## src/rtl/spi_mem_pkg.sv

```systemverilog
package spi_mem_pkg;
   localparam int BYTE_W = 8;

   localparam logic [BYTE_W-1:0] CMD_LATCH_ON  = 8'h06;
   localparam logic [BYTE_W-1:0] CMD_LATCH_OFF = 8'h04;
   localparam logic [BYTE_W-1:0] CMD_STAT_RD   = 8'h05;
   localparam logic [BYTE_W-1:0] CMD_STAT_WR   = 8'h01;
   localparam logic [BYTE_W-1:0] CMD_ARR_RD    = 8'h03;
   localparam logic [BYTE_W-1:0] CMD_ARR_WR    = 8'h02;

   typedef enum logic [3:0] {
      PH_IDLE,
      PH_CMD,
      PH_ADDR,
      PH_RDARR,
      PH_RDSTAT,
      PH_WRDATA,
      PH_SRBYTE,
      PH_SRFULL,
      PH_LATCH_ON,
      PH_LATCH_OFF,
      PH_PARK
   } phase_e;
endpackage

```

## src/rtl/spi_mem_sync.sv

```systemverilog
module spi_mem_sync #(
   parameter int W      = 4,
   parameter int STAGES = 2
) (
   input  logic         clk,
   input  logic         rst_n,
   input  logic [W-1:0] din,
   output logic [W-1:0] q
);
   generate
      if (STAGES < 2) begin : g_bad_depth
         $error("spi_mem_sync: STAGES must be at least 2");
      end
   endgenerate

   logic [W-1:0] pipe [STAGES];

   generate
      for (genvar s = 0; s < STAGES; s++) begin : g_stage
         if (s == 0) begin : g_first
            always_ff @(posedge clk or negedge rst_n) begin
               if (!rst_n) pipe[0] <= '0;
               else        pipe[0] <= din;
            end
         end else begin : g_next
            always_ff @(posedge clk or negedge rst_n) begin
               if (!rst_n) pipe[s] <= '0;
               else        pipe[s] <= pipe[s-1];
            end
         end
      end
   endgenerate

   assign q = pipe[STAGES-1];
endmodule

```

## src/rtl/spi_mem_rx.sv

```systemverilog
module spi_mem_rx #(
   parameter int BW = 8
) (
   input  logic          clk,
   input  logic          rst_n,
   input  logic          clr,
   input  logic          sample,
   input  logic          din,
   output logic [BW-1:0] byte_q,
   output logic          byte_done,
   output logic          at_bound
);
   localparam int CW = $clog2(BW);
   localparam logic [CW-1:0] LAST = CW'(BW - 1);

   logic [CW-1:0] cnt;

   always_ff @(posedge clk or negedge rst_n) begin
      if (!rst_n) begin
         byte_q    <= '0;
         cnt       <= '0;
         byte_done <= 1'b0;
      end else if (clr) begin
         cnt       <= '0;
         byte_done <= 1'b0;
      end else begin
         byte_done <= 1'b0;
         if (sample) begin
            byte_q    <= {byte_q[BW-2:0], din};
            cnt       <= (cnt == LAST) ? '0 : cnt + 1'b1;
            byte_done <= (cnt == LAST);
         end
      end
   end

   assign at_bound = (cnt == '0);
endmodule

```

## src/rtl/spi_mem_tx.sv

```systemverilog
module spi_mem_tx #(
   parameter int BW = 8
) (
   input  logic          clk,
   input  logic          rst_n,
   input  logic          clr,
   input  logic          load,
   input  logic [BW-1:0] load_val,
   input  logic          shift,
   output logic          bit_q,
   output logic          byte_end
);
   localparam int CW = $clog2(BW);
   localparam logic [CW-1:0] TOP = CW'(BW - 1);

   logic [BW-1:0] hold_byte;
   logic [CW-1:0] idx;

   always_ff @(posedge clk or negedge rst_n) begin
      if (!rst_n) begin
         hold_byte <= '0;
         idx       <= TOP;
         bit_q     <= 1'b0;
      end else if (clr) begin
         idx       <= TOP;
      end else begin
         if (load) hold_byte <= load_val;
         if (shift) begin
            bit_q <= hold_byte[idx];
            idx   <= (idx == '0) ? TOP : idx - 1'b1;
         end
      end
   end

   assign byte_end = shift && (idx == '0);
endmodule

```

## src/rtl/spi_mem_front.sv

```systemverilog
module spi_mem_front
   import spi_mem_pkg::*;
#(
   parameter int ADDR_BITS   = 11,
   parameter int SYNC_STAGES = 2
) (
   input  logic                 clk,
   input  logic                 rst_n,
   input  logic                 cs_n,
   input  logic                 sck,
   input  logic                 mosi,
   input  logic                 hold_n,
   output logic                 miso,
   output logic                 miso_oe,
   output logic [ADDR_BITS-1:0] mem_addr,
   input  logic [BYTE_W-1:0]    mem_rdata,
   input  logic [BYTE_W-1:0]    stat_in,
   input  logic                 wip_in,
   output logic                 wren_stb,
   output logic                 wrdi_stb,
   output logic                 wrsr_stb,
   output logic [BYTE_W-1:0]    wrsr_data,
   output logic                 wbyte_stb,
   output logic [ADDR_BITS-1:0] wbyte_addr,
   output logic [BYTE_W-1:0]    wbyte_data,
   output logic                 wcommit_stb
);
   localparam int HI_W = ADDR_BITS - BYTE_W;

   generate
      if (ADDR_BITS <= BYTE_W || ADDR_BITS > 2 * BYTE_W) begin : g_bad_addr
         $error("spi_mem_front: ADDR_BITS must lie in 9..16");
      end
   endgenerate

   // pin synchronisation: bit 0 select, 1 clock, 2 data, 3 pause
   logic [3:0] pins_s;
   spi_mem_sync #(.W(4), .STAGES(SYNC_STAGES)) u_sync (
      .clk  (clk),
      .rst_n(rst_n),
      .din  ({hold_n, mosi, sck, cs_n}),
      .q    (pins_s)
   );

   logic cs_s, sck_s, mosi_s, hold_s;
   assign cs_s   = pins_s[0];
   assign sck_s  = pins_s[1];
   assign mosi_s = pins_s[2];
   assign hold_s = pins_s[3];

   logic cs_p, sck_p;
   always_ff @(posedge clk or negedge rst_n) begin
      if (!rst_n) begin
         cs_p  <= 1'b0;
         sck_p <= 1'b0;
      end else begin
         cs_p  <= cs_s;
         sck_p <= sck_s;
      end
   end

   // select and pause tracking
   logic cs_fall, cs_rise, sel, held;
   assign cs_fall = cs_p & ~cs_s;
   assign cs_rise = ~cs_p & cs_s;

   always_ff @(posedge clk or negedge rst_n) begin
      if (!rst_n)       sel <= 1'b0;
      else if (cs_rise) sel <= 1'b0;
      else if (cs_fall) sel <= 1'b1;
   end

   always_ff @(posedge clk or negedge rst_n) begin
      if (!rst_n)      held <= 1'b0;
      else if (!sel)   held <= 1'b0;
      else if (!sck_s) held <= ~hold_s;
   end

   phase_e phase;
   logic   out_phase;
   assign out_phase = (phase == PH_RDARR) || (phase == PH_RDSTAT);

   logic rx_sample, tx_shift;
   assign rx_sample = sel & ~held & ~sck_p & sck_s;
   assign tx_shift  = sel & ~held & sck_p & ~sck_s & out_phase;

   // shifters
   logic [BYTE_W-1:0] rx_byte;
   logic              rx_done, rx_bound;
   spi_mem_rx #(.BW(BYTE_W)) u_rx (
      .clk      (clk),
      .rst_n    (rst_n),
      .clr      (~sel),
      .sample   (rx_sample),
      .din      (mosi_s),
      .byte_q   (rx_byte),
      .byte_done(rx_done),
      .at_bound (rx_bound)
   );

   logic reload, tx_end;
   spi_mem_tx #(.BW(BYTE_W)) u_tx (
      .clk     (clk),
      .rst_n   (rst_n),
      .clr     (~sel),
      .load    (reload),
      .load_val((phase == PH_RDSTAT) ? stat_in : mem_rdata),
      .shift   (tx_shift),
      .bit_q   (miso),
      .byte_end(tx_end)
   );

   // command sequencer
   logic [ADDR_BITS-1:0] addr;
   logic [HI_W-1:0]      addr_hi;
   logic                 addr_second, is_read, wr_any, out_on;

   always_ff @(posedge clk or negedge rst_n) begin
      if (!rst_n) begin
         phase       <= PH_IDLE;
         addr        <= '0;
         addr_hi     <= '0;
         addr_second <= 1'b0;
         is_read     <= 1'b0;
         wr_any      <= 1'b0;
         out_on      <= 1'b0;
         reload      <= 1'b0;
         wren_stb    <= 1'b0;
         wrdi_stb    <= 1'b0;
         wrsr_stb    <= 1'b0;
         wrsr_data   <= '0;
         wbyte_stb   <= 1'b0;
         wbyte_addr  <= '0;
         wbyte_data  <= '0;
         wcommit_stb <= 1'b0;
      end else begin
         wren_stb    <= 1'b0;
         wrdi_stb    <= 1'b0;
         wrsr_stb    <= 1'b0;
         wbyte_stb   <= 1'b0;
         wcommit_stb <= 1'b0;
         reload      <= 1'b0;
         if (cs_rise && sel) begin
            unique case (phase)
               PH_LATCH_ON:  wren_stb    <= 1'b1;
               PH_LATCH_OFF: wrdi_stb    <= 1'b1;
               PH_SRFULL:    wrsr_stb    <= 1'b1;
               PH_WRDATA:    wcommit_stb <= rx_bound & wr_any;
               default: ;
            endcase
            phase  <= PH_IDLE;
            out_on <= 1'b0;
            wr_any <= 1'b0;
         end else if (cs_fall) begin
            phase       <= PH_CMD;
            addr_second <= 1'b0;
            out_on      <= 1'b0;
            wr_any      <= 1'b0;
         end else if (sel) begin
            if (tx_shift) out_on <= 1'b1;
            if (tx_end) begin
               reload <= 1'b1;
               if (phase == PH_RDARR) addr <= addr + 1'b1;
            end
            if (rx_sample && (phase inside {PH_LATCH_ON, PH_LATCH_OFF, PH_SRFULL})) begin
               phase <= PH_PARK;
            end else if (rx_done) begin
               unique case (phase)
                  PH_CMD: begin
                     unique case (rx_byte)
                        CMD_LATCH_ON:  phase <= PH_LATCH_ON;
                        CMD_LATCH_OFF: phase <= PH_LATCH_OFF;
                        CMD_STAT_RD: begin
                           phase  <= PH_RDSTAT;
                           reload <= 1'b1;
                        end
                        CMD_STAT_WR:   phase <= PH_SRBYTE;
                        CMD_ARR_RD: begin
                           phase   <= wip_in ? PH_PARK : PH_ADDR;
                           is_read <= 1'b1;
                        end
                        CMD_ARR_WR: begin
                           phase   <= PH_ADDR;
                           is_read <= 1'b0;
                        end
                        default:       phase <= PH_PARK;
                     endcase
                  end
                  PH_ADDR: begin
                     if (!addr_second) begin
                        addr_hi     <= rx_byte[HI_W-1:0];
                        addr_second <= 1'b1;
                     end else begin
                        addr   <= {addr_hi, rx_byte};
                        phase  <= is_read ? PH_RDARR : PH_WRDATA;
                        reload <= is_read;
                     end
                  end
                  PH_WRDATA: begin
                     wbyte_stb  <= 1'b1;
                     wbyte_addr <= addr;
                     wbyte_data <= rx_byte;
                     addr       <= addr + 1'b1;
                     wr_any     <= 1'b1;
                  end
                  PH_SRBYTE: begin
                     wrsr_data <= rx_byte;
                     phase     <= PH_SRFULL;
                  end
                  default: ;
               endcase
            end
         end
      end
   end

   assign mem_addr = addr;
   assign miso_oe  = sel & ~held & out_on;
endmodule

```

## config.mk

```make
export PLATFORM = sky130hd
export DESIGN_NAME = spi_mem_front
export DESIGN_NICKNAME = d
export VERILOG_FILES = /design/src/rtl/spi_mem_pkg.sv /design/src/rtl/spi_mem_sync.sv /design/src/rtl/spi_mem_rx.sv /design/src/rtl/spi_mem_tx.sv /design/src/rtl/spi_mem_front.sv
export SDC_FILE = /design/constraint.sdc
export NUM_CORES = 1
export LEC_CHECK = 0
export ABC_AREA = 1
export BUFFER_PORTS_ARGS = -buffer_cell sky130_fd_sc_hd__buf_2
export CORE_UTILIZATION = 29
export DETAILED_ROUTE_END_ITERATION = 16
export MAX_ROUTING_LAYER = met4
export PLACE_DENSITY = 0.57
export SYNTH_ARGS = -nofsm -noshare
export SYNTH_HDL_FRONTEND = slang
export SYNTH_SLANG_ARGS = --single-unit
```

## constraint.sdc

```tcl
create_clock -name clk -period 2.5 [get_ports clk]
set_clock_uncertainty 0.2 [all_clocks]
set_input_delay 0.25 -clock clk [delete_from_list [all_inputs] [get_ports clk]]
set_output_delay 0.25 -clock clk [all_outputs]
set_load 0.01 [all_outputs]
```

==> results of run 1 <==
-- layout make-up --
| cell class | count | area, µm² | area share |
|---|---|---|---|
| flip-flops and latches | 91 | 2280 | 0.400 |
| multi-input cells | 375 | 1980 | 0.347 |
| repair buffers | 89 | 568 | 0.0995 |
| well taps | 211 | 264 | 0.0462 |
| clock inverters | 6 | 111 | 0.0195 |
| inverters | 70 | 263 | 0.0460 |
| clock buffers | 10 | 239 | 0.0419 |
-- synthesized netlist by cell type, types with 3 or more instances --
master	count	area [µm²]
nand2_1	137	514
o21ai_1	9	45.0
o22ai_1	4	25.0
nand2_2	8	50.1
a21oi_1	28	140
dfrtp_1	88	2200
ha_1	8	100
nor2_4	6	67.6
buf_6	3	33.8
a22oi_1	4	30.0
nand2_4	3	33.8
inv_1	62	233
nand3_1	31	155
buf_2	4	20.0
nor3_1	5	25.0
o211ai_1	4	30.0
inv_2	7	26.3
xor2_1	6	52.6
nand4_1	8	50.1
nor2_1	37	139
o21ai_2	16	140
dfstp_2	3	78.8
o21ai_0	44	220
-- cells by family after synthesis --
family	count (synthesis)	share of synthesized area
compound gates	114	0.147
xor+xnor	7	0.0133
fa+ha+maj	8	0.0218
buf+inv	81	0.0732
flops	91	0.496
simple gates	246	0.249
-- cell usage in the layout, fill, tap and decap left out, drive strengths merged, types with 6 or more instances in the layout --
cell type    synthesis  final
xor2                 6      6
nor2                46     46
dfrtp               88     88
a21oi               30     30
o21ai               69     69
inv                 69     70
nand3               33     33
nand4                9      9
nand2              148    148
dlygate4sd3          0     16
ha                   8      8
buf                  8     73
clkbuf               3     10
nor3                 6      6
-- metrics by stage --
stage / instances / instance area (µm²) / total power [mW]
after floorplan: 547 / 4600 / 2.48
after global placement: 820 / 5200 / 2.82
after detailed placement: 820 / 5200 / 2.83
after CTS: 852 / 5710 / 4.47
after global routing: 852 / 5710 / 4.68
final: 852 / 5710 / 4.43
-- where the power goes --
part	total (mW)	switching, mW	internal, mW	leakage (nW)
combinational	1.03	0.716	0.313	1.57
clock	1.60	0.597	1.01	0.169
sequential	1.79	0.189	1.61	1.18
-- worst paths after layout --
path,endpoint,slack (ns),depth (start not counted)
hold / removal,u_tx.hold_byte[7],0.007,3
max in group asynchronous,mem_addr[4],1.25,3
hold reg to reg,u_sync.q[2],0.15,0
min in group asynchronous,mem_addr[7],0.19,2
setup reg to reg,wrsr_data[2],0.20,8
setup / recovery,wrsr_data[2],0.20,8
-- per-layer routing --
layer | track usage | part of all wire | up-vias | routed length (µm)
met5 | - | 0 | - | 0
met1 | 0.209 | 0.46 | 1891 | 5460
met2 | 0.245 | 0.47 | 100 | 5490
met4 | 0.0547 | 0.017 | 0 | 196
met3 | 0.0396 | 0.055 | 16 | 643
li1 | - | - | 1958 | -
-- worst max-delay path, cell delays in order (launching register included) --
cell and delay, ns:
dfrtp_1 0.40, inv_1 0.06, ha_1 0.26, nor2_1 0.09, inv_1 0.11, nand2_2 0.16, inv_1 0.33, nand3_2 0.31
o21ai_0 0.27
-- state kept, by name, summed over array words and instances, names as in the netlist, 3 cells and up --
name / cells
u_rx.byte_q: 8
u_tx.idx: 3
u_sync.pipe: 4
u_rx.cnt: 3
phase: 4
u_tx.hold_byte: 8
mem_addr: 11
wbyte_addr: 11
wbyte_data: 8
addr_hi: 3
u_sync.q: 4
wrsr_data: 8
==> flow_summary.json, run 1 <==
{
  "seq_area_frac_synth": 0.496,
  "fin_util": 0.373,
  "rsz0062_at_grt": "false",
  "route.detailed.drc": 0,
  "ys.warnings.count": 0,
  "cp_max_fo": 16,
  "overflow": 0,
  "p_leak_nw": 2.92,
  "cts_sinks": 91,
  "cts_root_buffer": "clkbuf_16",
  "hold_viol": 0,
  "grt_pass1_wl_um": 19700,
  "cp.required_ns": 2.56,
  "peakVddDrop_mv": 0.429,
  "pre_cts_ws_ns": 0.201,
  "cts_resized": 0,
  "startpoint": "u_sync.q[0]",
  "period_needed_ns": 2.30,
  "relSlewSlack": 0.659,
  "clock.fmax_mhz": 436,
  "criticalPathCategory": "register to register",
  "grt_pass1_vias": 3918,
  "worst_ep_arrival_time_ns": 2.36,
  "setup.worst_path.start_class": "register",
  "route.vias.total": 3965,
  "cp-end-kind": "register",
  "tightest_slew_ns": 0.510,
  "nFillCells": 1588,
  "hold_buffers": 16,
  "place_congestion": 0.855,
  "vias_per_cell": 4.65,
  "status": "complete, no violations",
  "grt.total_usage": 0.161,
  "io-pin-count": 68,
  "routedWlPerCell_um": 13.8,
  "min_path_type": "primary input to register",
  "cts_made_buffers": 9,
  "drive_above_1_share": 0.220,
  "synth_area_um2": 4600,
  "die_x_um": 128,
  "die_height_um": 128,
  "wirelength_um": 11800,
  "dieArea_um2": 16400,
  "io_buffer_count": 67,
  "postSynthCellCount": 547,
  "async_reset_ff_frac": 1.00,
  "fin_crit_sh": 0.918,
  "power.density_nw_per_um2": 775,
  "grt_max_degree": 38,
  "postCtsSetupRepairBufs": 0,
  "worst_slack_ns": 0.204,
  "syn_avg_cell_area_um2": 8.41,
  "initial_utilization": 0.300,
  "worstHoldStart": "mem_rdata[7]",
  "antenna_found_initial": 0,
  "cts_tree": "built",
  "whs_ns": 0.00715,
  "clock_path_buffers": 2,
  "ant_nets": 0,
  "coreArea_um2": 15300,
  "setup_tns_ns": 0,
  "syn_nets": 578,
  "insertedDiodeCount": 0,
  "fin_nets": 667,
  "clkLatencyLatePin_ns": 0.36,
  "synth_edf_count": 0,
  "row_count": 45,
  "dp_hpwl_um": 8780,
  "setup_viol": 0,
  "area_growth_pct": 24.1,
  "synth_cell_types": 40,
  "cts.clk_slew.worst_paths_ns": 0.06,
  "drt_iter0_markers": 226,
  "slew_viol_final": 0,
  "drtPass1Iterations": 5,
  "synth_seq_cells": 91,
  "ys.flop_type": "dfrtp_1",
  "maxCapViolCount": 0,
  "r2r-start": "u_sync.q[0]",
  "ctsHtreeMaxLevel": 3
}
(Power assumes the default switching activity.)
==> run 2: changes to the inputs <==
--- a/config.mk
+++ b/config.mk
@@ -6,11 +6,12 @@
 export NUM_CORES = 1
 export LEC_CHECK = 0
 export ABC_AREA = 1
-export BUFFER_PORTS_ARGS = -buffer_cell sky130_fd_sc_hd__buf_2
+export CORE_ASPECT_RATIO = 0.9
 export CORE_UTILIZATION = 29
 export DETAILED_ROUTE_END_ITERATION = 16
+export DONT_BUFFER_PORTS = 1
 export MAX_ROUTING_LAYER = met4
-export PLACE_DENSITY = 0.57
+export PLACE_DENSITY = 0.54
 export SYNTH_ARGS = -nofsm -noshare
 export SYNTH_HDL_FRONTEND = slang
 export SYNTH_SLANG_ARGS = --single-unit
==> run 2 against run 1 <==
Compared with the run above:
- the flow now finishes with violations (negative hold slack)
- worst hold slack worse by 0.62 ns
- maximum frequency grew 2.5%
- final cell count decreased by 8.5%
- setup slack gained 0.055 ns
- critical path type unchanged
==> flow_summary.json, run 2 (synthesized netlist as in run 1, its figures left out) <==
{
  "cts_sinks": 91,
  "grt_pass1_vias": 3574,
  "slew_viol_final": 0,
  "row_count": 43,
  "setup.worst_path.start_class": "register",
  "clkLatencyLatePin_ns": 0.36,
  "route.detailed.drc": 0,
  "postCtsSetupRepairBufs": 0,
  "cts_made_buffers": 9,
  "place_congestion": 0.854,
  "worst_ep_arrival_time_ns": 2.28,
  "clock.fmax_mhz": 446,
  "setup_tns_ns": 0,
  "io-pin-count": 68,
  "maxCapViolCount": 0,
  "die_height_um": 121,
  "cts.clk_slew.worst_paths_ns": 0.06,
  "overflow": 0,
  "antenna_found_initial": 0,
  "cp-end-kind": "register",
  "peakVddDrop_mv": 0.297,
  "routedWlPerCell_um": 14.8,
  "area_growth_pct": 16.1,
  "fin_area_um2": 5340,
  "grt_pass1_wl_um": 19100,
  "cts_root_buffer": "clkbuf_16",
  "coreArea_um2": 15400,
  "insertedDiodeCount": 0,
  "drt_iter0_markers": 268,
  "clock_path_buffers": 2,
  "tightest_slew_ns": 0.519,
  "grt_max_degree": 92,
  "most-common-layout-cells": "nand2_1, dfrtp_1, inv_1",
  "cts_tree": "built",
  "ant_nets": 0,
  "p_leak_nw": 2.58,
  "whs_ns": -0.614,
  "setup_viol": 0,
  "hold_buffers": 20,
  "placed_cell_area_um2": 4830,
  "fin_crit_sh": 0.896,
  "dieArea_um2": 16400,
  "grt.total_usage": 0.158,
  "dp_hpwl_um": 8270,
  "fin_nets": 605,
  "die_x_um": 135,
  "cp.required_ns": 2.54,
  "drtPass1Iterations": 5,
  "power.density_nw_per_um2": 787,
  "relSlewSlack": 0.653,
  "fin_util": 0.346,
  "status": "finished with violations",
  "vias_per_cell": 4.74,
  "criticalPathCategory": "register to register",
  "cts_resized": 0,
  "hold_viol": 91,
  "initial_utilization": 0.298,
  "ctsHtreeMaxLevel": 3,
  "cp_max_fo": 12,
  "wirelength_um": 11500,
  "period_needed_ns": 2.24,
  "route.vias.total": 3699,
  "io_buffer_count": 0,
  "min_path_type": "primary input to async pin",
  "rsz0062_at_grt": "false",
  "layout_commonest_cell": "nand2_1",
  "drive_above_1_share": 0.125,
  "violations": "negative hold slack"
}
[run 2: through the flow]
| step | instances | setup slack (ns) | hold WS, ns | power, mW |
|---|---|---|---|---|
| finish | 780 | 0.259 | -0.614 | 4.20 |
| global route | 780 | 0.0819 | -0.630 | 4.48 |
| CTS | 780 | 0.240 | -0.627 | 4.25 |
| detailed placement | 745 | 0.261 | -0.243 | 2.76 |
| global placement | 745 | 0.237 | -0.243 | 2.75 |
| floorplan | 547 | 0.644 | -0.246 | 2.48 |
[run 2: power breakdown]
group / leakage, nW / total (mW) / switching (mW) / internal [mW]
Sequential: 1.18 / 1.79 / 0.187 / 1.61
Clock: 0.146 / 1.45 / 0.583 / 0.872
Combinational: 1.26 / 0.955 / 0.666 / 0.288
[run 2: cell type report]
class	instances	area, µm²
flip-flops and latches	91	2280
fillers	1572	10100
repair buffers	27	253
clock inverters	4	76.3
clock buffers	11	233
inverters	70	263
well taps	202	253
multi-input cells	375	1980
[run 2: critical path, cell delays in order (launching register included)]
cell and delay (ns):
dfrtp_1 0.37, inv_1 0.05, ha_1 0.27, nor2_1 0.21, inv_1 0.10, nand2_2 0.25
inv_1 0.12, buf_4 0.20, nand2_1 0.11, inv_1 0.07, o211ai_1 0.08, nand3_1 0.08
[run 2: layer usage]
metal  part of all wire  vias to the layer above  global-route usage
li1                   -                     1837                   -
met1               0.46                     1761               0.203
met4              0.020                        0              0.0801
met5                  0                        -                   -
met3              0.061                       19              0.0372
met2               0.45                       82               0.232
[run 2: path summary, 6_finish.rpt]
path	endpoint	depth (start not counted)	startpoint	slack, ns
min in group clk	phase[3]	6	wip_in	0.06
min reg2reg	u_sync.q[0]	0	u_sync.pipe[4]	0.15
min	u_tx.hold_byte[5]	0	rst_n	-0.61
max in group asynchronous	u_tx.idx[0]	0	rst_n	2.53
max reg2reg	mem_addr[10]	11	u_sync.q[0]	0.26
max	mem_addr[10]	11	u_sync.q[0]	0.26
==> run 3: changes to the inputs <==
--- a/config.mk
+++ b/config.mk
@@ -7,7 +7,9 @@
 export LEC_CHECK = 0
 export ABC_AREA = 1
 export CORE_ASPECT_RATIO = 0.9
+export CORE_MARGIN = 5
 export CORE_UTILIZATION = 29
+export CTS_CLUSTER_DIAMETER = 200
 export DETAILED_ROUTE_END_ITERATION = 16
 export DONT_BUFFER_PORTS = 1
 export MAX_ROUTING_LAYER = met4
==> run 3 against run 2 <==
Compared with the run above:
- the run still ends with negative hold slack left
- final cell count increased by 0.13%
- design area increased by 0.96%
- die area increased by 13%
- maximum frequency decreased by 0.48%
- sequential share of layout area decreased by 0.41 points
- sequential cell count unchanged
- combinational power increased by 1%
- non-clock buffer count unchanged
- worst hold slack improved by 0.0068 ns
==> flow_summary.json, run 3 (synthesized netlist as in run 1, its figures left out) <==
{
  "route.vias.total": 3700,
  "place_congestion": 0.896,
  "switchingPower_mw": 1.49,
  "critPathBufInv": 3,
  "route.detailed.drc": 0,
  "drtPass1Iterations": 4,
  "cts_tree": "built",
  "vias_per_cell": 4.74,
  "ctsHtreeMaxLevel": 3,
  "path_delay_family": "simple AND/OR/NAND/NOR gates",
  "hold_buffers": 20,
  "antenna_found_initial": 0,
  "cts_made_buffers": 9,
  "clock_path_buffers": 2,
  "cts_root_buffer": "clkbuf_16",
  "io-pin-count": 68,
  "reg2reg_to": "addr_hi[0]",
  "cpMaxStageDelayCell": "dfrtp_1",
  "power.density_nw_per_um2": 811,
  "pre_cts_ws_ns": 0.272,
  "period_needed_ns": 2.25,
  "area_growth_pct": 17.2,
  "r2r-start": "u_sync.q[0]",
  "drive_above_1_share": 0.128,
  "die_x_um": 143,
  "io_buffer_count": 0,
  "r2r_slack_ns": 0.25,
  "dieArea_um2": 18500,
  "violations": "negative hold slack",
  "cp.required_ns": 2.53,
  "dp_hpwl_um": 8740,
  "maxCapViolCount": 0,
  "relSlewSlack": 0.657,
  "slew_viol_final": 0,
  "total_power_mw": 4.37,
  "pwr-share-comb": 0.222,
  "cp-end-kind": "register",
  "most-common-layout-cells": "nand2_1, dfrtp_1, inv_1",
  "layout_commonest_cell": "nand2_1",
  "grt.total_usage": 0.141,
  "clkLatencyLatePin_ns": 0.36,
  "postCtsSetupRepairBufs": 0,
  "slowest_delay_ns": 0.37,
  "min_path_type": "primary input to async pin",
  "setup_viol": 0,
  "grt_max_degree": 92,
  "wirelength_um": 12000,
  "grt_pass1_vias": 3703,
  "cts_sinks": 91,
  "worst_ep_arrival_time_ns": 2.28,
  "insertedDiodeCount": 0,
  "p_leak_nw": 2.61,
  "coreArea_um2": 15500,
  "drt_iter0_markers": 253,
  "setup.worst_path.start_class": "register",
  "row_count": 43,
  "cp_cell_sequence": "inv_1 > ha_1 > a21oi_4 > nand2_2 > inv_1 > buf_4 > nand2_1 > nand2_1 > o21ai_1",
  "initial_utilization": 0.297,
  "cp_max_fo": 12,
  "fin_crit_sh": 0.901,
  "tightest_slew_ns": 0.513,
  "swShare": 0.340,
  "rsz0062_at_grt": "false",
  "ant_nets": 0,
  "worst_slack_ns": 0.248,
  "peakVddDrop_mv": 0.307,
  "fin_nets": 605,
  "clock.fmax_mhz": 444,
  "hold_viol": 91,
  "reg2reg_depth": 9,
  "setup_tns_ns": 0,
  "overflow": 0,
  "cts.clk_slew.worst_paths_ns": 0.07,
  "whs_ns": -0.607,
  "die_height_um": 129,
  "criticalPathCategory": "register to register",
  "status": "finished with violations",
  "grt_pass1_wl_um": 19700,
  "internal-power_mw": 2.89,
  "routedWlPerCell_um": 15.4,
  "pwr-share-clk": 0.367,
  "seq_power_share": 0.411
}
## run 3: cell count changes in the layout (fill, tap and decap cells not counted), sizes merged
cell	delta
inv	+3
bufinv	+1
clkbuf	-1
clkinv	-1
clkinvlp	-1
## run 3: area by class of cell
class	count	area, µm²
timing repair buffer	27	265
clock buffer	10	229
tap	202	253
clock inverter	6	119
fill	1616	10100
sequential	91	2280
multi-input combinational	375	1980
inverter	70	263
## run 3: power by group through the flow
stage	clock (mW)	combinational [mW]	sequential, mW
floorplan	0	0.707	1.77
detailed placement	0	0.953	1.82
global placement	0	0.940	1.82
CTS	1.66	0.974	1.80
finish	1.61	0.969	1.80
global route	1.71	1.10	1.82
## run 3: how the worst max path moves through the flow
stage           startpoint            to  slack, ns  depth (start not counted)
6_report       u_sync.q[0]    addr_hi[0]       0.25                          9
5_1_grt        u_sync.q[0]    addr_hi[0]       0.05                          9
4_1_cts        u_sync.q[0]  mem_addr[10]       0.24                         11
3_5_place_dp   u_sync.q[0]  mem_addr[10]       0.27                         11
3_3_place_gp   u_sync.q[0]  mem_addr[10]       0.27                         11
2_1_floorplan  u_tx.idx[0]   mem_addr[7]       0.64                         11
## run 3: what timing repair did
| item | 4_1_cts | 5_1_grt |
|---|---|---|
| endpoints found under the hold margin | 103 | 91 |
| gates resized for setup | 0 | 0 |
| endpoints found under the setup margin | 0 | 0 |
## run 3: per-stage QoR
stage	cells	utilization	cell area [µm²]
final	781	0.348	5390
after global routing	781	0.348	5390
after CTS	781	0.348	5390
after detailed placement	745	0.313	4840
after global placement	745	0.313	4840
after floorplan	547	-	4600
## run 3: metal layers
metal	wire (µm)	GRT usage	up-vias
li1	-	-	1836
met3	617	0.0469	15
met1	5360	0.168	1782
met4	189	0.0442	0
met5	0	-	-
met2	5860	0.227	67
